## src/rtl/dac_pkg.sv

```systemverilog
package dac_pkg;
  typedef enum logic {PATH_RE = 1'b0, PATH_IM = 1'b1} path_e;

  // sign-bit cycle inverts the add/subtract sense
  function automatic logic sub_sel(input logic data_bit, input logic sign_cyc);
    return sign_cyc ? data_bit : ~data_bit;
  endfunction
endpackage

```

## src/rtl/dac_ctrl.sv

```systemverilog
module dac_ctrl #(
  parameter int WD = 8
) (
  input  logic clk_i,
  input  logic rst_ni,
  input  logic start_i,
  output logic active_o,
  output logic first_o,
  output logic sign_o,
  output logic busy_o
);
  localparam int CNT_W = (WD > 2) ? $clog2(WD) : 1;
  localparam logic [CNT_W-1:0] LAST_IDX = CNT_W'(WD - 1);

  logic             busy_q;
  logic [CNT_W-1:0] cnt_q;
  logic [CNT_W-1:0] bit_idx;

  assign first_o  = start_i & ~busy_q;
  assign active_o = busy_q | start_i;
  assign bit_idx  = busy_q ? cnt_q : '0;
  assign sign_o   = active_o & (bit_idx == LAST_IDX);
  assign busy_o   = busy_q;

  always_ff @(posedge clk_i or negedge rst_ni) begin
    if (!rst_ni) begin
      busy_q <= 1'b0;
      cnt_q  <= '0;
    end else if (first_o) begin
      busy_q <= 1'b1;
      cnt_q  <= CNT_W'(1);
    end else if (busy_q) begin
      if (cnt_q == LAST_IDX) begin
        busy_q <= 1'b0;
        cnt_q  <= '0;
      end else begin
        cnt_q <= cnt_q + CNT_W'(1);
      end
    end
  end
endmodule

```

## src/rtl/dac_route.sv

```systemverilog
module dac_route #(
  parameter int WC = 8,
  parameter int CW = WC + 2,
  parameter logic signed [WC-1:0] C_K = 8'sd90,
  parameter logic signed [WC-1:0] D_K = -8'sd37
) (
  input  logic                 a_bit_i,
  input  logic                 b_bit_i,
  input  logic                 sign_i,
  output logic signed [CW-1:0] coef_re_o,
  output logic signed [CW-1:0] coef_im_o,
  output logic                 neg_re_o,
  output logic                 neg_im_o,
  output logic signed [CW-1:0] preset_re_o,
  output logic signed [CW-1:0] preset_im_o
);
  import dac_pkg::*;

  localparam logic signed [CW-1:0] K_SUM = CW'(C_K) + CW'(D_K);
  localparam logic signed [CW-1:0] K_DIF = CW'(C_K) - CW'(D_K);

  logic swap;
  assign swap = a_bit_i ^ b_bit_i;

  // equal bits: re <- c-d, im <- c+d; differing bits: swapped
  assign coef_re_o = swap ? K_SUM : K_DIF;
  assign coef_im_o = swap ? K_DIF : K_SUM;

  assign neg_re_o = sub_sel(a_bit_i, sign_i);
  assign neg_im_o = sub_sel(b_bit_i, sign_i);

  // all-zero address value, folded into the first accumulation
  assign preset_re_o = -K_DIF;
  assign preset_im_o = -K_SUM;
endmodule

```

## src/rtl/dac_shift_acc.sv

```systemverilog
module dac_shift_acc #(
  parameter int WC = 8,
  parameter int WD = 8,
  parameter int CW = WC + 2,
  parameter int AW = WC + 2,
  parameter int RES_W = WC + WD + 1
) (
  input  logic                    clk_i,
  input  logic                    rst_ni,
  input  logic                    en_i,
  input  logic                    first_i,
  input  logic                    last_i,
  input  logic                    neg_i,
  input  logic signed [CW-1:0]    coef_i,
  input  logic signed [CW-1:0]    preset_i,
  output logic signed [RES_W-1:0] res_o
);
  localparam int HI_W = RES_W - (WD - 1);

  logic signed [AW-1:0]    acc_q;
  logic        [WD-1:0]    low_q;
  logic signed [RES_W-1:0] res_q;

  logic signed [AW:0] base_x;
  logic        [AW:0] opnd_x;
  logic        [AW:0] sum_x;
  logic signed [AW-1:0] acc_nx;
  logic        [WD-1:0] low_nx;

  assign base_x = first_i ? (AW+1)'(preset_i) : (AW+1)'(acc_q);
  // subtract: invert operand and inject a carry at the LSB
  assign opnd_x = (AW+1)'(coef_i) ^ {(AW+1){neg_i}};
  assign sum_x  = base_x + opnd_x + (AW+1)'(neg_i);
  assign acc_nx = sum_x[AW:1];
  assign low_nx = {sum_x[0], low_q[WD-1:1]};

  always_ff @(posedge clk_i or negedge rst_ni) begin
    if (!rst_ni) begin
      acc_q <= '0;
      low_q <= '0;
      res_q <= '0;
    end else if (en_i) begin
      acc_q <= acc_nx;
      low_q <= low_nx;
      if (last_i) res_q <= {acc_nx[HI_W-1:0], low_nx[WD-1:1]};
    end
  end

  assign res_o = res_q;
endmodule

```

## src/rtl/dac_cmul.sv

```systemverilog
module dac_cmul #(
  parameter int WD = 8,
  parameter int WC = 8,
  parameter logic signed [WC-1:0] C_K = 8'sd90,
  parameter logic signed [WC-1:0] D_K = -8'sd37,
  localparam int RES_W = WC + WD + 1
) (
  input  logic                    clk_i,
  input  logic                    rst_ni,
  input  logic                    start_i,
  input  logic                    a_bit_i,
  input  logic                    b_bit_i,
  output logic signed [RES_W-1:0] re_o,
  output logic signed [RES_W-1:0] im_o,
  output logic                    done_o
);
  import dac_pkg::*;

  localparam int CW = WC + 2;
  localparam int AW = WC + 2;

  logic active, first, sign_cyc, busy, done_q;
  logic signed [CW-1:0] coef [2];
  logic signed [CW-1:0] preset [2];
  logic                 neg [2];
  logic signed [RES_W-1:0] res [2];

  dac_ctrl #(.WD(WD)) u_ctrl (
    .clk_i, .rst_ni, .start_i,
    .active_o(active), .first_o(first), .sign_o(sign_cyc), .busy_o(busy)
  );

  dac_route #(.WC(WC), .CW(CW), .C_K(C_K), .D_K(D_K)) u_route (
    .a_bit_i, .b_bit_i, .sign_i(sign_cyc),
    .coef_re_o(coef[PATH_RE]), .coef_im_o(coef[PATH_IM]),
    .neg_re_o(neg[PATH_RE]), .neg_im_o(neg[PATH_IM]),
    .preset_re_o(preset[PATH_RE]), .preset_im_o(preset[PATH_IM])
  );

  for (genvar p = 0; p < 2; p++) begin : g_path
    dac_shift_acc #(.WC(WC), .WD(WD), .CW(CW), .AW(AW), .RES_W(RES_W)) u_acc (
      .clk_i, .rst_ni,
      .en_i(active), .first_i(first), .last_i(sign_cyc),
      .neg_i(neg[p]), .coef_i(coef[p]), .preset_i(preset[p]),
      .res_o(res[p])
    );
  end

  always_ff @(posedge clk_i or negedge rst_ni) begin
    if (!rst_ni) done_q <= 1'b0;
    else         done_q <= sign_cyc;
  end

  assign re_o   = res[PATH_RE];
  assign im_o   = res[PATH_IM];
  assign done_o = done_q;
endmodule

```

## config.mk

```make
export PLATFORM = sky130hd
export DESIGN_NAME = dac_cmul
export DESIGN_NICKNAME = d
export VERILOG_FILES = /design/src/rtl/dac_pkg.sv /design/src/rtl/dac_ctrl.sv /design/src/rtl/dac_route.sv /design/src/rtl/dac_shift_acc.sv /design/src/rtl/dac_cmul.sv
export SDC_FILE = /design/constraint.sdc
export NUM_CORES = 1
export LEC_CHECK = 0
export ABC_CLOCK_PERIOD_IN_PS = 4100
export BUFFER_PORTS_ARGS = -buffer_cell sky130_fd_sc_hd__buf_4
export CORE_MARGIN = 2
export CORE_UTILIZATION = 51
export DETAILED_ROUTE_END_ITERATION = 6
export GPL_TIMING_DRIVEN = 0
export MAX_ROUTING_LAYER = met4
export PLACE_DENSITY = 0.7
export SETUP_SLACK_MARGIN = 0.2
export SYNTH_ARGS = -nofsm -noshare
export SYNTH_HDL_FRONTEND = slang
export SYNTH_SLANG_ARGS = --single-unit
```

## constraint.sdc

```tcl
create_clock -name clk_i -period 4.1 [get_ports clk_i]
set_input_delay 0.41 -clock clk_i [delete_from_list [all_inputs] [get_ports clk_i]]
set_output_delay 0.41 -clock clk_i [all_outputs]
set_load 0.05 [all_outputs]
```

==> results.sh, run 1 <==
export IMPL_outcome="finished, violations left"
export IMPL_failed_checks="DRC"
export IMPL_synth_cell_types=69
export IMPL_routed_via_count=3847
export IMPL_clkLatencyLatePin_ns=0.35
export IMPL_drive_gt1_frac=0.144
export IMPL_final_hold_violation_count=0
export IMPL_die_area_um2=9180
export IMPL_setup_violations_final=0
export IMPL_antenna_cells=0
export IMPL_skew_ns=0.00813
export IMPL_yosys_most_used_dff="dfrtp_1"
export IMPL_synth_area_leaders="dfrtp_1 41%, nand2_1 11%, xnor2_1 5.7%"
export IMPL_i_o_pin_count=40
export IMPL_dp_hpwl_mm=7.69
export IMPL_fp_coreArea_um2=8180
export IMPL_place_ws_ns=0.205
export IMPL_post_synth_mux_area_share=0.00495
export IMPL_syn_area_um2=4300
export IMPL_maxClockFrequency_ghz=0.273
export IMPL_area_delta_synth_final_pct=14.5
export IMPL_final_instance_count_excl_fill=666
export IMPL_drt_iter0_drc=364
export IMPL_r2r_start="u_ctrl.busy_o$_DFF_PN0_"
export IMPL_finalWorstSetupSlack_ns=0.433
export IMPL_post_synth_fa_ha_maj_area_fraction=0.0291
export IMPL_cp_slowest_stage_delay_ns=0.39
export IMPL_antenna_nets_post_route=0
export IMPL_critical_path_class="reg -> reg"
export IMPL_worst_slew_pin_tran_ns=0.892
export IMPL_finalSetupTns_ns=0
export IMPL_postSynth_asyncResetShare=1.00
export IMPL_grt_first_pass_wirelength_mm=17.5
export IMPL_synth_common_cells="122 x nand2_1, 71 x dfrtp_1, 39 x o21ai_0"
export IMPL_fp_dieH_um=95.8
export IMPL_globalRoute_totalOverflow=0
export IMPL_tritoncts_num_sinks=71
export IMPL_clkTransAtPathRegs_ns=0.08
export IMPL_final_min_clock_period_ns=3.67
export IMPL_die_width_um=95.8
export IMPL_crit_fanout=10
export IMPL_syn_instance_count=506
export IMPL_io_buffer_count=39
export IMPL_cp_cell_sequence="buf_6 > nand2b_1 > buf_6 > buf_2 > clkbuf_4 > nand2b_1 > ha_1 > nor2_1 > inv_1 > ha_1 > a21oi_1 > o22a_1 > a221o_1 > o21ai_2 > a311o_1 > o21ai_0"
export IMPL_start_kind="register"
export IMPL_synth_nets=521
export IMPL_synth_seq_area_share=0.413
export IMPL_ys_seq_elements=71
export IMPL_critPathBufInv=5
export IMPL_cp_data_required_time_ns=4.37
export IMPL_yosys_area_share_xor_xnor=0.0920
export IMPL_cts_tree="done"
export IMPL_gp_congestion=0.985
export IMPL_crit_reg_reg_endpoint="g_path[1].u_acc.res_o[16]$_DFFE_PN0P_"
export IMPL_mean_number_of_vias_per_cell=5.78
export IMPL_endpoint_kind="register"
export IMPL_grt_start_max_net_pins=72
export IMPL_design_final_nets=571
export IMPL_synth_edff_count=0
export IMPL_drt_wl_total_mm=11.0
export IMPL_yosys_warnings=0
export IMPL_core_rowCount=33
export IMPL_synth_largest_type_area_fraction=0.413
export IMPL_wl_per_cell_um=16.5
export IMPL_h_tree_depth=3
export IMPL_cp_top_family="compound AO/OA/AOI/OAI gates"
export IMPL_rsz_0062_raised_after_global_routing="false"
export IMPL_cts_path_max_buffers=2
export IMPL_synth_area_per_cell_um2=8.49
export IMPL_most_frequently_used_cell_type_in_the_post_synthesis_netlist="nand2_1"
export IMPL_relSlewSlack=0.405
export IMPL_crit_arrival_ns=3.93
export IMPL_cts_root_buf="clkbuf_8"
export IMPL_global_route_usage_total=0.256
export IMPL_tritoncts_buffers=9
export IMPL_cp_slowest_cell="a311o_1"
export IMPL_max_cap_viol_count=0
export IMPL_synth_compound_area_frac=0.187
export IMPL_drt_pass1_iter_count=7
export IMPL_regToRegSetupSlack_ns=0.43
export IMPL_fill_cells=747
export IMPL_grt_pass1_vias=3498
export IMPL_synth_simple_area_share=0.218
export IMPL_cts_post_setup_buffers_inserted=0
export IMPL_yosys_area_top_type="dfrtp_1"
export IMPL_number_of_antenna_violations_at_the_first_check_in_global_routing=0
export IMPL_fin_crit_sh=0.894
export IMPL_min_delay_worst_type="in -> async"
export IMPL_dominant_combinational_cell_family_by_area_after_synthesis="simple AND/OR/NAND/NOR gates"
export IMPL_place_detailed_instances=650
export IMPL_slew_viol_final=0
export IMPL_ff2ff_path_depth=16
export IMPL_remaining_drc_errors=1
export IMPL_initial_utilization=0.526
-- layout make-up --
type,count,area (um^2),share of cell area
plain buffers,39,204,0.0414
multi-input cells,387,2290,0.465
clock inverters,5,58.8,0.0120
inverters,9,36.3,0.00737
flip-flops and latches,71,1780,0.361
repair buffers,39,293,0.0595
clock buffers,11,131,0.0267
well taps,105,131,0.0267
-- layout by cell type, fill, tap and decap left out, types with 9 or more instances in the layout --
master and count:
buf_4 40, dfrtp_1 71, nor2_1 38, clkbuf_1 24, nand2_1 122, clkbuf_8 9
ha_1 10, xnor2_1 28, o21ai_0 39, a21oi_1 27
-- stage by stage --
stage,hold slack [ns],util,cell area [um^2]
6_report,0.173,0.602,4920
2_1_floorplan,0.114,-,4300
3_5_place_dp,0.448,0.578,4720
4_1_cts,0.207,0.601,4910
3_3_place_gp,0.442,0.578,4720
5_1_grt,0.266,0.602,4920
-- worst max path at each step --
stage,endpoint,slack [ns],startpoint,cells after the start
after floorplan,g_path[1].u_acc.acc_q[9]$_DFFE_PN0P_,1.07,u_ctrl.busy_o$_DFF_PN0_,16
final,g_path[1].u_acc.res_o[16]$_DFFE_PN0P_,0.43,u_ctrl.busy_o$_DFF_PN0_,16
after detailed placement,g_path[1].u_acc.res_o[16]$_DFFE_PN0P_,0.21,start_i,16
after global placement,g_path[1].u_acc.acc_q[9]$_DFFE_PN0P_,0.28,start_i,16
after global routing,g_path[1].u_acc.res_o[16]$_DFFE_PN0P_,0.24,u_ctrl.busy_o$_DFF_PN0_,16
after CTS,g_path[1].u_acc.res_o[16]$_DFFE_PN0P_,0.21,u_ctrl.busy_o$_DFF_PN0_,16
-- kinds of logic (layout without fill, tap and decap cells) --
kind of cell,count (synthesis),in the layout
and+or+nand+nor,210,210
AOI/OAI and AO/OA,126,126
DFF,71,71
buffers and inverters,48,103
xor gates and xnor gates,39,39
adders and majority gates,10,10
muxes,2,2
-- layer usage --
metal / share of wire / global-route usage / up-vias
met2: 0.45 / 0.389 / 147
met5: 0 / - / -
met4: 0.023 / 0.0833 / 0
met1: 0.47 / 0.347 / 1840
met3: 0.057 / 0.0470 / 29
li1: - / - / 1831
-- what timing repair did --
item / in CTS / in global routing
endpoints found under the setup margin: 0 / 14
hold buffers: 0 / 0
gates resized for setup: 0 / 4
-- state kept, by name, summed over array words and instances (netlist names) --
signal,flops
g_path.u_acc.res_o,34
g_path.u_acc.acc_q,20
g_path.u_acc.low_q,12
u_ctrl.cnt_q,3
done_o,1
u_ctrl.busy_o,1
Power of run 1 is left out: the tool's default activity adds up to more than one toggle a clock period on the data nets, which glitch-free logic cannot reach.
==> run 2: changes to the inputs <==
--- a/config.mk
+++ b/config.mk
@@ -9,3 +9,2 @@
 export BUFFER_PORTS_ARGS = -buffer_cell sky130_fd_sc_hd__buf_4
-export CORE_MARGIN = 2
 export CORE_UTILIZATION = 51
==> constraint.sdc (replaced) <==
create_clock -name clk_i -period 4.1 [get_ports clk_i]
set_input_delay 0.82 -clock clk_i [delete_from_list [all_inputs] [get_ports clk_i]]
set_output_delay 0.82 -clock clk_i [all_outputs]
set_load 0.05 [all_outputs]
==> results.sh, run 2 (synthesized netlist as in run 1, its figures left out) <==
export IMPL_global_route_usage_total=0.281
export IMPL_clkTransAtPathRegs_ns=0.09
export IMPL_h_tree_depth=3
export IMPL_cts_post_setup_buffers_inserted=0
export IMPL_worst_slew_pin_tran_ns=0.898
export IMPL_cp_cell_sequence="buf_6 > nand4_4 > inv_4 > xnor2_4 > clkbuf_1 > ha_1 > nor2_1 > inv_1 > ha_1 > a21oi_1 > o22a_1 > a221o_1 > o21ai_2 > a311o_1 > o21ai_0"
export IMPL_fin_crit_sh=0.876
export IMPL_min_from="g_path[1].u_acc.acc_q[0]$_DFFE_PN0P_"
export IMPL_tritoncts_num_sinks=71
export IMPL_postCtsHoldBufs=0
export IMPL_final_cell_mix="122 x nand2_1, 71 x dfrtp_1, 40 x buf_4"
export IMPL_sequential_cell_area_um2=1780
export IMPL_cp_slowest_cell="clkbuf_1"
export IMPL_slew_viol_final=0
export IMPL_design_final_nets=570
export IMPL_rsz_0062_raised_after_global_routing="false"
export IMPL_start_kind="register"
export IMPL_finalInstanceArea_um2=4920
export IMPL_grt_start_max_net_pins=72
export IMPL_min_delay_worst_type="reg -> reg"
export IMPL_cp_slowest_stage_delay_ns=0.61
export IMPL_grt_pass1_vias=3556
export IMPL_final_hold_violation_count=0
export IMPL_cts_tree="done"
export IMPL_setup_violations_final=0
export IMPL_tritoncts_buffers=9
export IMPL_drt_iter0_drc=196
export IMPL_skew_ns=0.00754
export IMPL_max_cap_viol_count=0
export IMPL_gp_congestion=0.914
export IMPL_globalRoute_totalOverflow=0
export IMPL_critical_path_class="reg -> reg"
export IMPL_area_delta_synth_final_pct=14.5
export IMPL_grt_first_pass_wirelength_mm=18.3
export IMPL_postCtsResizedCells=0
export IMPL_endpoint_kind="register"
export IMPL_fp_coreArea_um2=8180
export IMPL_cts_path_max_buffers=2
export IMPL_core_rowCount=33
export IMPL_final_min_clock_period_ns=3.59
export IMPL_fill_cells=751
export IMPL_fp_dieH_um=93.8
export IMPL_clkLatencyLatePin_ns=0.35
export IMPL_maxClockFrequency_ghz=0.279
export IMPL_die_width_um=93.8
export IMPL_placement_cell_area_um2=4720
export IMPL_drt_pass1_iter_count=5
export IMPL_cp_data_required_time_ns=4.31
export IMPL_finalWorstSetupSlack_ns=0.510
export IMPL_cts_root_buf="clkbuf_8"
export IMPL_final_common_cell="nand2_1"
export IMPL_outcome="completed"
export IMPL_mean_number_of_vias_per_cell=5.62
export IMPL_place_detailed_instances=650
export IMPL_io_buffer_count=39
export IMPL_wl_per_cell_um=16.6
export IMPL_die_area_um2=8800
export IMPL_initial_utilization=0.526
export IMPL_worst_setup_path_startpoint="u_ctrl.busy_o$_DFF_PN0_"
export IMPL_routed_via_count=3735
export IMPL_drt_wl_total_mm=11.0
export IMPL_place_ws_ns=-0.302
export IMPL_crit_arrival_ns=3.80
export IMPL_critical_path_top_cell_by_count="ha_1"
export IMPL_i_o_pin_count=40
export IMPL_antenna_cells=0
export IMPL_crit_fanout=11
export IMPL_multi_input_area_um2=2280
export IMPL_final_instance_count_excl_fill=665
export IMPL_remaining_drc_errors=0
export IMPL_largest_reg_flops=34
export IMPL_antenna_nets_post_route=0
export IMPL_number_of_antenna_violations_at_the_first_check_in_global_routing=0
export IMPL_dp_hpwl_mm=7.77
export IMPL_relSlewSlack=0.401
export IMPL_drive_gt1_frac=0.145
export IMPL_r2r_start="u_ctrl.busy_o$_DFF_PN0_"
## run 2: cell count changes in the layout (fill, tap and decap cells not counted)
cell / change
a211oi_1: +1
clkbuf_1: -2
inv_6: +2
clkbuf_4: -1
clkinv_2: -1
clkinv_4: +1
a211oi_2: -1
## run 2: metrics by stage
stage | TNS [ns] | hold slack [ns] | utilization
global placement | -0.879 | 0.441 | 0.578
global route | 0 | 0.511 | 0.602
floorplan | 0 | 0.430 | -
detailed placement | -1.17 | 0.447 | 0.578
finish | 0 | 0.459 | 0.602
CTS | 0 | 0.465 | 0.602
## run 2: metal layers
metal / global-route usage / vias to the layer above / wire, um
li1: - / 1828 / -
met3: 0.0453 / 15 / 421
met1: 0.388 / 1786 / 5420
met2: 0.420 / 106 / 5040
met5: - / - / 0
met4: 0.0974 / 0 / 170
## run 2: final cells by class
cell class / count / area share
Multi-Input combinational cell: 387 / 0.464
Clock buffer: 9 / 0.0252
Buffer: 38 / 0.0399
Inverter: 9 / 0.00737
Clock inverter: 7 / 0.0163
Sequential cell: 71 / 0.361
Tap cell: 105 / 0.0267
Timing Repair Buffer: 39 / 0.0595
## run 2: critical path: cells and delay by family, from the launching register on
| kind | cells | cell delay (ns) |
|---|---|---|
| AO/OA/AOI/OAI | 6 | 1.15 |
| XOR/XNOR | 1 | 0.32 |
| adder cells (fa/ha/maj) | 2 | 0.53 |
| buffers and inverters | 4 | 0.90 |
| flip-flops | 1 | 0.38 |
| AND/OR/NAND/NOR | 2 | 0.17 |
## run 2: worst paths after layout
path                       slack, ns                                     to  depth (start not counted)
min in group asynchronous       0.59  g_path[1].u_acc.res_o[12]$_DFFE_PN0P_                          1
setup / recovery                0.51   g_path[1].u_acc.acc_q[9]$_DFFE_PN0P_                         15
max in group asynchronous       2.93   g_path[1].u_acc.acc_q[2]$_DFFE_PN0P_                          1
hold / removal                  0.46   g_path[1].u_acc.acc_q[0]$_DFFE_PN0P_                          2
hold reg to reg                 0.46   g_path[1].u_acc.acc_q[0]$_DFFE_PN0P_                          2
setup reg to reg                0.51   g_path[1].u_acc.acc_q[9]$_DFFE_PN0P_                         15
Power of run 2 is left out for the same reason.
==> run 3: changes to the inputs <==
REMOVE_ABC_BUFFERS = 1   (was not set)
==> results.sh, run 3 (synthesized netlist as in run 1, its figures left out) <==
export IMPL_grt_pass1_vias=3392
export IMPL_placement_cell_area_um2=4550
export IMPL_design_final_nets=539
export IMPL_mean_number_of_vias_per_cell=5.61
export IMPL_fp_dieH_um=93.8
export IMPL_final_core_util=0.595
export IMPL_drive_gt1_frac=0.149
export IMPL_largest_reg_flops=34
export IMPL_h_tree_depth=3
export IMPL_initial_utilization=0.526
export IMPL_area_delta_synth_final_pct=13.2
export IMPL_tritoncts_buffers=9
export IMPL_fin_crit_sh=0.866
export IMPL_number_of_antenna_violations_at_the_first_check_in_global_routing=0
export IMPL_worst_slew_pin_tran_ns=1.14
export IMPL_finalInstanceArea_um2=4870
export IMPL_fill_cells=735
export IMPL_critical_path_class="in -> reg"
export IMPL_core_rowCount=33
export IMPL_tritoncts_num_sinks=71
export IMPL_antenna_cells=0
export IMPL_dp_hpwl_mm=5.77
export IMPL_slew_viol_final=0
export IMPL_final_common_cell="nand2_1"
export IMPL_die_area_um2=8800
export IMPL_global_route_usage_total=0.256
export IMPL_antenna_nets_post_route=0
export IMPL_min_delay_worst_type="reg -> reg"
export IMPL_skew_ns=0.0118
export IMPL_relSlewSlack=0.236
export IMPL_maxClockFrequency_ghz=0.282
export IMPL_drt_wl_total_mm=9.76
export IMPL_cts_path_max_buffers=2
export IMPL_wl_per_cell_um=15.4
export IMPL_regToRegSetupSlack_ns=0.58
export IMPL_crit_arrival_ns=3.81
export IMPL_outcome="completed"
export IMPL_gp_congestion=0.836
export IMPL_fp_coreArea_um2=8180
export IMPL_setup_violations_final=0
export IMPL_io_buffer_count=39
export IMPL_start_kind="input pin"
export IMPL_final_cell_mix="122 x nand2_1, 70 x dfrtp_1, 42 x buf_4"
export IMPL_final_min_clock_period_ns=3.55
export IMPL_drt_pass1_iter_count=4
export IMPL_drt_iter0_drc=164
export IMPL_die_width_um=93.8
export IMPL_final_hold_violation_count=0
export IMPL_finalSetupTns_ns=0
export IMPL_cts_root_buf="clkbuf_8"
export IMPL_cp_data_required_time_ns=4.36
export IMPL_crit_fanout=20
export IMPL_grt_start_max_net_pins=72
export IMPL_max_cap_viol_count=0
export IMPL_cts_tree="done"
export IMPL_remaining_drc_errors=0
export IMPL_grt_first_pass_wirelength_mm=16.9
export IMPL_clkTransAtPathRegs_ns=0.08
export IMPL_rsz_0062_raised_after_global_routing="false"
export IMPL_globalRoute_totalOverflow=0
export IMPL_clkLatencyLatePin_ns=0.36
export IMPL_endpoint_kind="register"
export IMPL_i_o_pin_count=40
export IMPL_routed_via_count=3559
[run 3: changes by cell type in the layout (fill, tap and decap cells not counted), sizes merged]
| cell | previous run | this run |
|---|---|---|
| clkinv | 2 | 1 |
| xnor2 | 30 | 31 |
| nand4 | 2 | 4 |
| buf | 55 | 43 |
| clkbuf | 31 | 9 |
| bufinv | 1 | 2 |
[run 3: layout make-up]
type / count / area (um^2) / area share
multi-input combinational: 390 / 2340 / 0.481
sequential: 71 / 1780 / 0.365
timing repair buffer: 43 / 343 / 0.0705
tap: 105 / 131 / 0.0270
clock buffer: 9 / 124 / 0.0255
clock inverter: 7 / 103 / 0.0211
inverter: 9 / 45.0 / 0.00926
[run 3: per-layer routing]
layer	GRT usage	wire, um	up-vias
met5	-	0	-
met4	0.0705	143	0
met3	0.0316	438	13
met2	0.394	4610	83
met1	0.357	4570	1688
li1	-	-	1775
[run 3: path summary, 6_finish.rpt]
check,from,end,cells past startpoint
max,a_bit_i,g_path[1].u_acc.res_o[16]$_DFFE_PN0P_,12
min,g_path[1].u_acc.acc_q[0]$_DFFE_PN0P_,g_path[1].u_acc.acc_q[0]$_DFFE_PN0P_,2
max reg2reg,u_ctrl.cnt_q[0]$_DFFE_PN0P_,g_path[1].u_acc.res_o[16]$_DFFE_PN0P_,12
min reg2reg,g_path[1].u_acc.acc_q[0]$_DFFE_PN0P_,g_path[1].u_acc.acc_q[0]$_DFFE_PN0P_,2
max in group asynchronous,rst_ni,u_ctrl.busy_o$_DFF_PN0_,1
min in group asynchronous,rst_ni,g_path[0].u_acc.res_o[9]$_DFFE_PN0P_,1
[run 3: timing repair]
item / CTS / global route
resized for setup: 4 / 2
setup endpoints to repair: 30 / 16
pin swaps: 2 / 1
buffers inserted: 1 / 2
cloned: 3 / 0
hold buffers: 0 / 0
[run 3: metrics by stage]
step	setup WS, ns	hold WS [ns]	instances
floorplan	0.311	0.430	467
global placement	-0.654	0.445	611
detailed placement	-0.742	0.457	612
CTS	0.204	0.475	632
finish	0.549	0.467	634
global route	0.271	0.503	634
[run 3: critical path, stage by stage]
cell and delay, ns:
buf_4 0.18, inv_1 0.16, xnor2_4 0.56, inv_1 0.40, xnor2_1 0.24, ha_1 0.26
a21oi_1 0.19, o22a_1 0.20, a221o_1 0.20, o21ai_2 0.09, a311o_1 0.35, o21ai_0 0.14
Power of run 3 is left out for the same reason.
